## config.mk

```make
export PLATFORM = sky130hd
export DESIGN_NAME = npc_unit
export DESIGN_NICKNAME = d
export VERILOG_FILES = /design/src/rtl/npc_pkg.sv /design/src/rtl/npc_cond_eval.sv /design/src/rtl/npc_target_gen.sv /design/src/rtl/npc_select.sv /design/src/rtl/npc_unit.sv
export SDC_FILE = /design/constraint.sdc
export NUM_CORES = 1
export LEC_CHECK = 0
export BUFFER_PORTS_ARGS = -buffer_cell sky130_fd_sc_hd__buf_2
export CAP_MARGIN = 20
export CORE_MARGIN = 10
export CORE_UTILIZATION = 48
export DETAILED_ROUTE_END_ITERATION = 12
export GPL_ROUTABILITY_DRIVEN = 0
export GPL_TIMING_DRIVEN = 1
export PLACE_DENSITY = 0.95
export REMOVE_ABC_BUFFERS = 1
export SLEW_MARGIN = 5
export SYNTH_ARGS = -nofsm -noshare
export SYNTH_HDL_FRONTEND = slang
export SYNTH_SLANG_ARGS = --single-unit
```

## constraint.sdc

```tcl
create_clock -name vclk -period 8.59
set_clock_uncertainty 0.1 [all_clocks]
set_input_delay 0.859 -clock vclk [all_inputs]
set_output_delay 0.859 -clock vclk [all_outputs]
set_load 0.01 [all_outputs]
```

## src/rtl/npc_pkg.sv

```systemverilog
package npc_pkg;

    typedef enum logic [2:0] {
        CF_NONE = 3'd0,
        CF_BEQ  = 3'd1,
        CF_BNE  = 3'd2,
        CF_BEZ  = 3'd3,
        CF_JMP  = 3'd4,
        CF_JAL  = 3'd5,
        CF_JREG = 3'd6,
        CF_RSVD = 3'd7
    } cf_kind_e;

    typedef enum logic [1:0] {
        SRC_SEQ = 2'd0,
        SRC_BR  = 2'd1,
        SRC_JMP = 2'd2,
        SRC_REG = 2'd3
    } tgt_src_e;

    typedef struct packed {
        logic     is_branch;
        logic     is_uncond;
        logic     links;
        tgt_src_e uncond_src;
    } cf_class_t;

    function automatic cf_class_t classify(input cf_kind_e kind);
        cf_class_t c;
        c = '{is_branch: 1'b0, is_uncond: 1'b0, links: 1'b0, uncond_src: SRC_SEQ};
        unique case (kind)
            CF_BEQ, CF_BNE, CF_BEZ: c.is_branch = 1'b1;
            CF_JMP: begin
                c.is_uncond  = 1'b1;
                c.uncond_src = SRC_JMP;
            end
            CF_JAL: begin
                c.is_uncond  = 1'b1;
                c.links      = 1'b1;
                c.uncond_src = SRC_JMP;
            end
            CF_JREG: begin
                c.is_uncond  = 1'b1;
                c.uncond_src = SRC_REG;
            end
            default: c = c;
        endcase
        return c;
    endfunction

endpackage

```

## src/rtl/npc_cond_eval.sv

```systemverilog
module npc_cond_eval
    import npc_pkg::*;
#(
    parameter int XLEN = 32
) (
    input  cf_kind_e          kind_i,
    input  logic [XLEN-1:0]   opa_i,
    input  logic [XLEN-1:0]   opb_i,
    output logic              cond_hit_o
);

    logic ops_equal;
    logic opa_zero;

    assign ops_equal = (opa_i == opb_i);
    assign opa_zero  = ~|opa_i;

    always_comb begin
        unique case (kind_i)
            CF_BEQ:  cond_hit_o = ops_equal;
            CF_BNE:  cond_hit_o = ~ops_equal;
            CF_BEZ:  cond_hit_o = opa_zero;
            default: cond_hit_o = 1'b0;
        endcase
    end

endmodule

```

## src/rtl/npc_target_gen.sv

```systemverilog
module npc_target_gen #(
    parameter int XLEN        = 32,
    parameter int IMM_W       = 16,
    parameter int IDX_W       = 26,
    parameter int INSTR_BYTES = 4
) (
    input  logic [XLEN-1:0]  pc_i,
    input  logic [IMM_W-1:0] imm_i,
    input  logic [IDX_W-1:0] jidx_i,
    output logic [XLEN-1:0]  seq_pc_o,
    output logic [XLEN-1:0]  br_tgt_o,
    output logic [XLEN-1:0]  jmp_tgt_o
);

    localparam int ALIGN_W  = $clog2(INSTR_BYTES);
    localparam int EXT_W    = XLEN - IMM_W - ALIGN_W;
    localparam int REGION_W = XLEN - IDX_W - ALIGN_W;

    logic [XLEN-1:0] byte_off;

    assign seq_pc_o = pc_i + XLEN'(INSTR_BYTES);

    generate
        if (EXT_W > 0) begin : g_sext
            assign byte_off = {{EXT_W{imm_i[IMM_W-1]}}, imm_i, {ALIGN_W{1'b0}}};
        end else begin : g_trunc
            assign byte_off = XLEN'({imm_i, {ALIGN_W{1'b0}}});
        end
    endgenerate

    assign br_tgt_o = seq_pc_o + byte_off;

    generate
        if (REGION_W > 0) begin : g_region
            assign jmp_tgt_o = {pc_i[XLEN-1 -: REGION_W], jidx_i, {ALIGN_W{1'b0}}};
        end else begin : g_flat
            assign jmp_tgt_o = XLEN'({jidx_i, {ALIGN_W{1'b0}}});
        end
    endgenerate

endmodule

```

## src/rtl/npc_select.sv

```systemverilog
module npc_select
    import npc_pkg::*;
#(
    parameter int XLEN = 32
) (
    input  cf_class_t        cls_i,
    input  logic             cond_hit_i,
    input  logic [XLEN-1:0]  seq_pc_i,
    input  logic [XLEN-1:0]  br_tgt_i,
    input  logic [XLEN-1:0]  jmp_tgt_i,
    input  logic [XLEN-1:0]  reg_tgt_i,
    output logic [XLEN-1:0]  npc_o,
    output logic             taken_o,
    output logic             link_we_o
);

    tgt_src_e src;

    always_comb begin
        src = SRC_SEQ;
        if (cls_i.is_uncond)
            src = cls_i.uncond_src;
        else if (cls_i.is_branch && cond_hit_i)
            src = SRC_BR;
    end

    always_comb begin
        unique case (src)
            SRC_BR:  npc_o = br_tgt_i;
            SRC_JMP: npc_o = jmp_tgt_i;
            SRC_REG: npc_o = reg_tgt_i;
            default: npc_o = seq_pc_i;
        endcase
    end

    assign taken_o   = (src != SRC_SEQ);
    assign link_we_o = cls_i.links;

endmodule

```

## src/rtl/npc_unit.sv

```systemverilog
module npc_unit
    import npc_pkg::*;
#(
    parameter int XLEN        = 32,
    parameter int IMM_W       = 16,
    parameter int IDX_W       = 26,
    parameter int INSTR_BYTES = 4,
    parameter int RIDX_W      = 5,
    parameter int LINK_REG    = 31
) (
    input  logic [XLEN-1:0]   pc_i,
    input  logic [2:0]        cf_kind_i,
    input  logic [XLEN-1:0]   opa_i,
    input  logic [XLEN-1:0]   opb_i,
    input  logic [IMM_W-1:0]  imm_i,
    input  logic [IDX_W-1:0]  jidx_i,
    output logic [XLEN-1:0]   npc_o,
    output logic              taken_o,
    output logic [XLEN-1:0]   link_addr_o,
    output logic              link_we_o,
    output logic [RIDX_W-1:0] link_reg_o
);

    cf_kind_e        kind;
    cf_class_t       cls;
    logic            cond_hit;
    logic [XLEN-1:0] seq_pc;
    logic [XLEN-1:0] br_tgt;
    logic [XLEN-1:0] jmp_tgt;

    assign kind = cf_kind_e'(cf_kind_i);
    assign cls  = classify(kind);

    npc_cond_eval #(.XLEN(XLEN)) i_cond (
        .kind_i     (kind),
        .opa_i      (opa_i),
        .opb_i      (opb_i),
        .cond_hit_o (cond_hit)
    );

    npc_target_gen #(
        .XLEN(XLEN), .IMM_W(IMM_W), .IDX_W(IDX_W), .INSTR_BYTES(INSTR_BYTES)
    ) i_tgt (
        .pc_i      (pc_i),
        .imm_i     (imm_i),
        .jidx_i    (jidx_i),
        .seq_pc_o  (seq_pc),
        .br_tgt_o  (br_tgt),
        .jmp_tgt_o (jmp_tgt)
    );

    npc_select #(.XLEN(XLEN)) i_sel (
        .cls_i      (cls),
        .cond_hit_i (cond_hit),
        .seq_pc_i   (seq_pc),
        .br_tgt_i   (br_tgt),
        .jmp_tgt_i  (jmp_tgt),
        .reg_tgt_i  (opa_i),
        .npc_o      (npc_o),
        .taken_o    (taken_o),
        .link_we_o  (link_we_o)
    );

    assign link_addr_o = seq_pc;
    assign link_reg_o  = RIDX_W'(LINK_REG);

endmodule

```

# Word level (Yosys, flattened, before mapping)
# Cells that the tools add are included.
# Widths: inputs -> output; s select.
dict set report totals {
  register_bits 0
  input_bits 141
  out_inout_bits 71
  wordCells 28
}
dict set report op_classes {
  n_addsub 2
  n_eq_ne 10
  muxes 8
  n_bitwise 1
  reduce_logical 7
}
# op n
set ops {}
lappend ops {{$pmux 32 s3} 1}
lappend ops {{$add 32x3->32 const B} 1}
lappend ops {{$add 32x32->32} 1}
lappend ops {{$eq 32x32->1} 1}
lappend ops {{$reduce_or 32->1} 1}
lappend ops {{$eq 3x3->1 const B} 3}
lappend ops {{$eq 3x2->1 const B} 2}
lappend ops {{$reduce_or 3->1} 2}
lappend ops {{$eq 2x2->1 const B} 2}
lappend ops {{$mux 1} 4}
lappend ops {{$pmux 2 s2} 1}
lappend ops {{$eq 3x1->1 const B} 1}
lappend ops {{$pmux 1 s3} 1}
lappend ops {{$eq 2x1->1 const B} 1}
lappend ops {{$mux 2} 1}
lappend ops {{$reduce_bool 2->1} 1}
lappend ops {{$reduce_or 2->1} 1}
lappend ops {{$logic_and 1x1->1} 1}
lappend ops {{$logic_not 1->1} 1}
lappend ops {{$not 1->1} 1}

# Logic depth before layout (Yosys ltp)
# Gate-level depths: netlist (run 1).
dict set report logic_depth {
  depth_word 8
  mapped_depth 19
  depth_no_buf 17
}

# By module
# From an unflattened synthesis (run 1), not the netlist that was laid out.
dict set report hier_totals {
  cells_unflattened 557
  hier_area_um2 4075.2
}
# mod instances cells_per_inst area_per_inst_um2 seq_area_each_um2
set by_module_without_submodules {}
lappend by_module_without_submodules {npc_target_gen 1 372 2595.0 0.0}
lappend by_module_without_submodules {npc_select 1 117 940.9 0.0}
lappend by_module_without_submodules {npc_cond_eval 1 57 452.9 0.0}
lappend by_module_without_submodules {npc_unit 1 11 86.3 0.0}

# Least setup slack after synthesis (run 1)
# OpenSTA, ideal clock, no wires.
dict set report synth_timing {
  path_kind {input to output}
  from {input port pc_i[2]}
  to {output port npc_o[31]}
  arrival_ns 4.427
  required_time_ns 7.631
  setup_slack_ns 3.204
  path_stages 18
  path_buffers 1
  cell_sequence {ha_1 > and3_1 > and3_1 > and2_1 > and3_1 > clkbuf_1 > nand2_1 > xnor2_1 > ha_1 > a21o_1 > a21o_1 > a21o_1 > a2111oi_2 > nor2_1 > a311oi_2 > xor2_1 > a21oi_1 > o221ai_1}
}
dict set report synth_between {
  elab_chain_cells 3
}
# item line_no
set synth_lines {}
lappend synth_lines {{start, declared} npc_unit.sv:11} ;# input logic [XLEN-1:0] pc_i,
lappend synth_lines {{$add 32x3->32} npc_target_gen.sv:21} ;# assign seq_pc_o = pc_i + XLEN'(INSTR_BYTES);
lappend synth_lines {{net link_addr_o[24]} npc_unit.sv:19} ;# output logic [XLEN-1:0] link_addr_o,
lappend synth_lines {{$add 32x32->32} npc_target_gen.sv:31} ;# assign br_tgt_o = seq_pc_o + byte_off;
lappend synth_lines {{$pmux 32 s3} npc_select.sv:28} ;# unique case (src)
lappend synth_lines {{end, declared} npc_unit.sv:17} ;# output logic [XLEN-1:0] npc_o,
# The timed path passes the listed nets, and every way through them passes these cells.

# Worst setup path in the final report (run 1)
dict set report layout_timing {
  from {input port pc_i[2]}
  to {output port npc_o[31]}
}
dict set report layout_between {
  elab_chain_cells 3
}
# item line_no
set layout_lines {}
lappend layout_lines {{$add 32x3->32 *} npc_target_gen.sv:21}
lappend layout_lines {{$add 32x32->32} npc_target_gen.sv:31}
lappend layout_lines {{$pmux 32 s3 *} npc_select.sv:28}
# Every way passes the cells marked *; elsewhere a longest branch is shown, timed or not.

==> results.sh, run 1 <==
export IMPL_num_rows=29
export IMPL_cts_hold_buf=0
export IMPL_timing_setup_tns_ns=0
export IMPL_stdcell_area_mm2=0.004245
export IMPL_fillers=531
export IMPL_ir_drop_uv=39.12
export IMPL_dp_hpwl_mm=13.37
export IMPL_finalPower_uw=297.8
export IMPL_syn_inst=458
export IMPL_worst_slew_pin_slew_ns=1.086
export IMPL_synth_area_per_cell_um2=7.013
export IMPL_avgViaCountPerCell=6.487
export IMPL_drc=0
export IMPL_wl_mm=15.81
export IMPL_overflow=0
export IMPL_slew_headroom=0.2757
export IMPL_hold_path_class="in -> out"
export IMPL_nNetsFinal=821
export IMPL_finalCritPeriodShare=0.6800
export IMPL_rsz0062_at_grt="no"
export IMPL_antenna_found_initial=2
export IMPL_postCtsSetupRepairBufs=0
export IMPL_grt_pass1_vias=4793
export IMPL_slew_violations=0
export IMPL_post_cts_resized=0
export IMPL_drt_first_pass_iters=6
export IMPL_critical_path_arrival_ns=4.88
export IMPL_grt_pass1_wl_mm=23.65
export IMPL_route_vias_total=4690
export IMPL_final_util=0.6610
export IMPL_crit_path_end_kind="primary output"
export IMPL_ys_warn_count=0
export IMPL_dpl_cell_area_mm2=0.004238
export IMPL_synthToLayoutAreaGrowth_pct=32.18
export IMPL_worstPathRequired_ns=7.63
export IMPL_die_h_um=101.8
export IMPL_path_class="in -> out"
export IMPL_powerDensity_mw_per_mm2=70.14
export IMPL_placement_io_buffers=207
export IMPL_drive_gt1_frac=0.3359
export IMPL_netlist_area_mm2=0.003212
export IMPL_critPathLaunchType="primary input"
export IMPL_ios=212
export IMPL_pre_cts_ws_ns=2.825
export IMPL_p_leak_nw=2.203
export IMPL_ant_nets=0
export IMPL_design_core_area_mm2=0.006422
export IMPL_wl_per_cell_um=21.86
export IMPL_final_clkbuf_count=0
export IMPL_whs_ns=1.825
export IMPL_dieArea_mm2=0.01036
export IMPL_drv_cap=0
export IMPL_initial_utilization=0.5001
export IMPL_setup_viol=0
export IMPL_grt_max_degree=33
export IMPL_status="finished clean"
export IMPL_n_sequential_cell=0
export IMPL_instances_no_fill=723
export IMPL_register_area_um2=0
export IMPL_ys_types=52
export IMPL_hold_violations=0
export IMPL_ys_seq_area_frac=0
export IMPL_drt_iter0_markers=357
export IMPL_dp_cells=720
export IMPL_track_usage=0.2782
export IMPL_die_x_um=101.8
export IMPL_final_setup_worst_slack_ns=2.749
export IMPL_fin_crit_ns=5.841
export IMPL_fmax_mhz=171.2
export IMPL_path_max_fanout=6
[cell families after synthesis]
group           synth area share
other cells             0.001168
compound gates            0.3296
mux                     0.006233
fa+ha+maj                 0.1387
simple gates              0.2283
buf+inv                  0.06427
xor+xnor                  0.2318
[critical path, stage by stage]
cell and delay, ns:
buf_2 0.12, ha_1 0.18, and3_1 0.25, and3_1 0.21, and2_1 0.21, and3_1 0.29
nand2_1 0.12, xnor2_1 0.29, ha_1 0.37, a21o_1 0.20, a21o_1 0.16, a21o_1 0.20
a2111oi_2 0.37, nor2_1 0.10, a311oi_2 0.28, xor2_1 0.21, a21oi_1 0.10, o221ai_1 0.20
buf_2 0.16
[synth_stat cells, drive strengths merged, types with 15 or more instances]
| master | instances | area [um^2] |
|---|---|---|
| nor4 | 15 | 93.84 |
| ha | 34 | 425.4 |
| o21ai | 25 | 125.1 |
| xnor2 | 34 | 297.8 |
| clkbuf | 18 | 67.56 |
| and3 | 16 | 100.1 |
| nor2 | 22 | 82.58 |
| a222oi | 22 | 220.2 |
| a21oi | 26 | 133.9 |
| nand2 | 49 | 183.9 |
| xor2 | 51 | 446.7 |
| a21o | 20 | 150.1 |
| inv | 16 | 60.06 |
[placed cells by master, fill, tap and decap left out, drive strengths merged, types with 3 or more instances in the layout]
cell type	synthesis	layout
xor2	51	51
nor4	15	15
xnor2	34	34
a221o	4	4
nand2	49	49
a311oi	3	3
o21ai	25	25
buf	11	210
nand3	12	12
nor2b	3	3
ha	34	34
and3	16	16
a22oi	4	4
a22o	6	6
diode	0	3
and2	3	3
o211ai	4	4
a21o	20	20
o21bai	6	6
nor2	22	22
nand4	14	14
o21a	4	4
inv	16	16
conb	1	5
a222oi	22	22
a21oi	26	26
nor3	4	4
a31oi	3	3
[routing by layer]
layer | vias to the layer above | track usage | part of all wire
met5 | - | 0 | 0
met4 | 0 | 0.1243 | 0.051
met3 | 73 | 0.07624 | 0.13
met2 | 403 | 0.5035 | 0.49
met1 | 2117 | 0.2941 | 0.33
li1 | 2097 | - | -
[area by class of cell]
| class | count | area, um^2 | share of cell area |
|---|---|---|---|
| Timing Repair Buffer | 210 | 1059 | 0.2493 |
| Multi-Input combinational cell | 417 | 3023 | 0.7121 |
| Antenna cell | 3 | 7.507 | 0.001768 |
| Inverter | 16 | 60.06 | 0.01415 |
| Tap cell | 77 | 96.34 | 0.02269 |
[final timing paths]
| check | from | endpoint | slack (ns) | cells after the start |
|---|---|---|---|---|
| max | pc_i[2] | npc_o[31] | 2.75 | 19 |
| min | pc_i[1] | link_addr_o[1] | 1.83 | 2 |
[report_power, final]
part | internal [mW] | total, mW | switching [mW]
sequential | 0 | 0 | 0
clock | 0.0000000467 | 0.0000000468 | 0
combinational | 0.127 | 0.298 | 0.171
Note: power is estimated with default switching activity, not from simulation.
==> run 2: changes to the inputs <==
--- a/config.mk
+++ b/config.mk
@@ -8,11 +8,11 @@
 export BUFFER_PORTS_ARGS = -buffer_cell sky130_fd_sc_hd__buf_2
 export CAP_MARGIN = 20
 export CORE_MARGIN = 10
-export CORE_UTILIZATION = 48
+export CORE_UTILIZATION = 45
 export DETAILED_ROUTE_END_ITERATION = 12
 export GPL_ROUTABILITY_DRIVEN = 0
 export GPL_TIMING_DRIVEN = 1
-export PLACE_DENSITY = 0.95
+export PLACE_DENSITY = 0.94
 export REMOVE_ABC_BUFFERS = 1
 export SLEW_MARGIN = 5
 export SYNTH_ARGS = -nofsm -noshare
==> constraint.sdc (replaced) <==
create_clock -name vclk -period 6
set_clock_uncertainty 0.1 [all_clocks]
set_input_delay 0.6 -clock vclk [all_inputs]
set_output_delay 0.6 -clock vclk [all_outputs]
set_load 0.01 [all_outputs]
==> run 2 against run 1 <==
Net effect: hold slack got worse by 0.52 ns; non-clock buffer count unchanged; worst setup slack got worse by 2.1 ns; power increased by 43%; die area increased by 5.3%; sequential cell count unchanged; sequential share of layout area unchanged; routed wire length increased by 0.25%; cell count increased by 2.2%; critical path type unchanged.
==> results.sh, run 2 (synthesis gave the netlist of run 1 again) <==
export IMPL_path_class="in -> out"
export IMPL_timing_setup_tns_ns=0
export IMPL_die_x_um=104.5
export IMPL_netSwitchingFraction=0.5750
export IMPL_route_vias_total=4637
export IMPL_post_cts_resized=0
export IMPL_critPathLaunchType="primary input"
export IMPL_pre_cts_ws_ns=0.7024
export IMPL_critical_path_arrival_ns=4.68
export IMPL_drt_iter0_markers=423
export IMPL_ant_nets=0
export IMPL_status="finished clean"
export IMPL_drc=0
export IMPL_slew_headroom=0.2818
export IMPL_synthToLayoutAreaGrowth_pct=32.68
export IMPL_p_leak_nw=2.203
export IMPL_final_util=0.6204
export IMPL_slowest_stage="a2111oi_2"
export IMPL_layout_commonest_cell="buf_2"
export IMPL_drv_cap=0
export IMPL_crit_path_end_kind="primary output"
export IMPL_nNetsFinal=821
export IMPL_antenna_found_initial=0
export IMPL_p_int_uw=181.3
export IMPL_wl_per_cell_um=21.44
export IMPL_max_stage_delay_ns=0.38
export IMPL_grt_pass1_vias=4801
export IMPL_fmax_mhz=185.7
export IMPL_num_rows=30
export IMPL_cts_hold_buf=0
export IMPL_slew_violations=0
export IMPL_n_sequential_cell=0
export IMPL_drt_first_pass_iters=8
export IMPL_finalCritPeriodShare=0.8975
export IMPL_dp_hpwl_mm=13.49
export IMPL_finalPower_uw=426.6
export IMPL_placement_io_buffers=207
export IMPL_dieArea_mm2=0.01092
export IMPL_rsz0062_at_grt="no"
export IMPL_postCtsSetupRepairBufs=0
export IMPL_antenna_cells=0
export IMPL_register_area_um2=0
export IMPL_path_max_fanout=6
export IMPL_fin_crit_ns=5.385
export IMPL_grt_pass1_wl_mm=24.09
export IMPL_die_h_um=104.5
export IMPL_hold_violations=0
export IMPL_clockPowerShare=0
export IMPL_final_setup_worst_slack_ns=0.6151
export IMPL_power_frac_comb=1.000
export IMPL_final_cell_mix="buf_2 (207), xor2_1 (51), nand2_1 (49)"
export IMPL_ir_drop_uv=58.48
export IMPL_endpoint="npc_o[31]"
export IMPL_drive_gt1_frac=0.3359
export IMPL_ios=212
export IMPL_grt_max_degree=27
export IMPL_p_sw_uw=245.3
export IMPL_setup_viol=0
export IMPL_initial_utilization=0.4676
export IMPL_powerDensity_mw_per_mm2=100.1
export IMPL_worstPathRequired_ns=5.30
export IMPL_pwr_share_seq=0
export IMPL_wl_mm=15.85
export IMPL_crit_start="pc_i[2]"
export IMPL_worstPathCellList="buf_2, ha_1, and3_1, and3_1, and2_1, and3_1, nand2_1, xnor2_1, ha_1, a21o_1, a21o_1, a21o_1, a2111oi_2, nor2_1, a311oi_2, xor2_1, a21oi_1, o221ai_1, buf_2"
export IMPL_fillers=620
export IMPL_track_usage=0.2603
export IMPL_avgViaCountPerCell=6.275
export IMPL_whs_ns=1.309
export IMPL_worst_slew_pin_slew_ns=1.077
export IMPL_final_clkbuf_count=0
export IMPL_hold_path_class="in -> out"
export IMPL_overflow=0
export IMPL_design_core_area_mm2=0.006869
==> run 2: cell types whose count changed in the layout (fill, tap and decap cells not counted) <==
cell,delta
diode_2,-3
==> run 2: final cells by class <==
type / instances / area [um^2] / area share
Multi-Input combinational cell: 417 / 3023 / 0.7093
Timing Repair Buffer: 210 / 1059 / 0.2484
Inverter: 16 / 60.06 / 0.01409
Tap cell: 96 / 120.1 / 0.02819
==> run 2: through the flow <==
stage	cell area [um^2]	instances
after floorplan	3080	433
after global placement	4262	739
after detailed placement	4262	739
after CTS	4262	739
after global routing	4262	739
final	4262	739
==> run 2: per-layer routing <==
layer	global-route usage	wire [um]	vias to the layer above	share of wire
met4	0.1064	762	0	0.048
li1	-	-	2109	-
met1	0.2779	5578	2113	0.35
met3	0.06010	1711	61	0.11
met5	0	0	-	0
met2	0.4763	7794	354	0.49
==> run 2: how the worst min path moves through the flow <==
| stage | startpoint | endpoint | slack (ns) | cells past startpoint |
|---|---|---|---|---|
| floorplan | pc_i[0] | link_addr_o[0] | 1.10 | 0 |
| global placement | pc_i[0] | link_addr_o[0] | 1.31 | 2 |
| detailed placement | pc_i[1] | link_addr_o[1] | 1.31 | 2 |
| CTS | pc_i[1] | link_addr_o[1] | 1.31 | 2 |
| global route | pc_i[0] | link_addr_o[0] | 1.31 | 2 |
| finish | pc_i[1] | link_addr_o[1] | 1.31 | 2 |
==> run 2: power groups by stage <==
| stage | Combinational [mW] | Clock (mW) | Sequential [mW] |
|---|---|---|---|
| detailed placement | 0.416 | 0 | 0 |
| floorplan | 0.246 | 0 | 0 |
| global placement | 0.403 | 0 | 0 |
| finish | 0.427 | 0 | 0 |
| global route | 0.460 | 0 | 0 |
| CTS | 0.418 | 0 | 0 |
==> run 2: worst max-delay path, delay by kind of cell <==
family / cells / cell delay (ns)
AOI/OAI and AO/OA: 7 / 1.54
xor gates and xnor gates: 2 / 0.50
adders and majority gates: 2 / 0.55
buffers and inverters: 2 / 0.29
and+or+nand+nor: 6 / 1.19
==> run 3: changes to the inputs <==
--- a/config.mk
+++ b/config.mk
@@ -8,11 +8,11 @@
 export BUFFER_PORTS_ARGS = -buffer_cell sky130_fd_sc_hd__buf_2
 export CAP_MARGIN = 20
 export CORE_MARGIN = 10
-export CORE_UTILIZATION = 45
+export CORE_UTILIZATION = 35
 export DETAILED_ROUTE_END_ITERATION = 12
 export GPL_ROUTABILITY_DRIVEN = 0
 export GPL_TIMING_DRIVEN = 1
-export PLACE_DENSITY = 0.94
+export PLACE_DENSITY = 0.78
 export REMOVE_ABC_BUFFERS = 1
 export SLEW_MARGIN = 5
 export SYNTH_ARGS = -nofsm -noshare
==> run 3 against run 2 <==
Net effect: cell area grew 0.47%; hold slack improved by 0.0015 ns; sequential cell count did not move; worst setup slack improved by 0.041 ns; combinational power about the same; global-route usage fell by 3.4 points; fmax increased by 0.77%; clock-buffer cell count unchanged.
==> results.sh, run 3 (synthesis gave the netlist of run 1 again) <==
export IMPL_status="finished clean"
export IMPL_critical_path_arrival_ns=4.64
export IMPL_final_setup_worst_slack_ns=0.6564
export IMPL_fmax_mhz=187.1
export IMPL_finalPower_uw=427.7
export IMPL_p_sw_uw=246.3
export IMPL_grt_max_degree=33
export IMPL_design_core_area_mm2=0.008806
export IMPL_avgViaCountPerCell=6.017
export IMPL_layout_commonest_cell="buf_2"
export IMPL_ios=212
export IMPL_setup_viol=0
export IMPL_rsz0062_at_grt="no"
export IMPL_fin_crit_ns=5.344
export IMPL_drv_cap=0
export IMPL_dp_hpwl_mm=13.90
export IMPL_ant_nets=0
export IMPL_wl_mm=16.27
export IMPL_worstPathRequired_ns=5.30
export IMPL_drive_gt1_frac=0.3359
export IMPL_synthToLayoutAreaGrowth_pct=33.31
export IMPL_max_stage_delay_ns=0.37
export IMPL_power_frac_comb=1.000
export IMPL_crit_cells=19
export IMPL_die_x_um=115.8
export IMPL_powerDensity_mw_per_mm2=99.88
export IMPL_slew_headroom=0.2433
export IMPL_drc=0
export IMPL_worst_slew_pin_slew_ns=1.135
export IMPL_clockPowerShare=0
export IMPL_n_sequential_cell=0
export IMPL_cp_top_family="compound AO/OA/AOI/OAI gates"
export IMPL_wl_per_cell_um=21.60
export IMPL_timing_setup_tns_ns=0
export IMPL_cts_hold_buf=0
export IMPL_critPathBufInv=2
export IMPL_grt_pass1_wl_mm=24.74
export IMPL_netSwitchingFraction=0.5760
export IMPL_p_int_uw=181.3
export IMPL_nNetsFinal=821
export IMPL_pre_cts_ws_ns=0.6815
export IMPL_path_max_fanout=6
export IMPL_hold_violations=0
export IMPL_p_leak_nw=2.203
export IMPL_slowest_stage="ha_1"
export IMPL_crit_path_end_kind="primary output"
export IMPL_num_rows=34
export IMPL_placement_io_buffers=207
export IMPL_track_usage=0.2261
export IMPL_grt_pass1_vias=4870
export IMPL_finalCritPeriodShare=0.8906
export IMPL_antenna_found_initial=1
export IMPL_path_class="in -> out"
export IMPL_dieArea_mm2=0.01341
export IMPL_min_path_cells=2
export IMPL_pwr_share_seq=0
export IMPL_whs_ns=1.310
export IMPL_die_h_um=115.8
export IMPL_hold_path_class="in -> out"
export IMPL_final_util=0.4862
export IMPL_post_cts_resized=0
export IMPL_critPathLaunchType="primary input"
export IMPL_overflow=0
export IMPL_initial_utilization=0.3647
export IMPL_worstPathCellList="buf_2, ha_1, and3_1, and3_1, and2_1, and3_1, nand2_1, xnor2_1, ha_1, a21o_1, a21o_1, a21o_1, a2111oi_2, nor2_1, a311oi_2, xor2_1, a21oi_1, o221ai_1, buf_2"
export IMPL_ir_drop_uv=47.53
export IMPL_slew_violations=0
export IMPL_drt_first_pass_iters=8
export IMPL_postCtsSetupRepairBufs=0
export IMPL_route_vias_total=4531
export IMPL_register_area_um2=0
export IMPL_final_clkbuf_count=0
export IMPL_final_cell_mix="buf_2 (207), xor2_1 (51), nand2_1 (49)"
export IMPL_drt_iter0_markers=439
[run 3: path summary, 6_finish.rpt]
path,start,end
hold / removal,pc_i[1],link_addr_o[1]
setup / recovery,pc_i[2],npc_o[31]
[run 3: cell type report]
cell class / instances / area [um^2]
fillers: 894 / 4524
multi-input cells: 417 / 3023
repair buffers: 210 / 1059
well taps: 108 / 135.1
inverters: 16 / 60.06
diodes: 2 / 5.005
[run 3: power by group through the flow]
| stage | registers, mW | clock network, mW | logic (mW) |
|---|---|---|---|
| finish | 0 | 0.0000000447 | 0.428 |
| global route | 0 | 0.0000000223 | 0.467 |
| CTS | 0 | 0 | 0.423 |
| detailed placement | 0 | 0 | 0.421 |
| global placement | 0 | 0 | 0.410 |
| floorplan | 0 | 0 | 0.246 |
[run 3: metrics by stage]
step,area (um^2),cells
4_1_cts,4277,751
2_1_floorplan,3080,433
3_3_place_gp,4277,751
5_1_grt,4279,752
6_report,4282,753
3_5_place_dp,4277,751
[run 3: layer usage]
| layer | part of all wire | GRT usage |
|---|---|---|
| met1 | 0.36 | 0.2471 |
| met2 | 0.50 | 0.4122 |
| met3 | 0.10 | 0.05375 |
| met4 | 0.039 | 0.08757 |
| met5 | 0 | 0 |
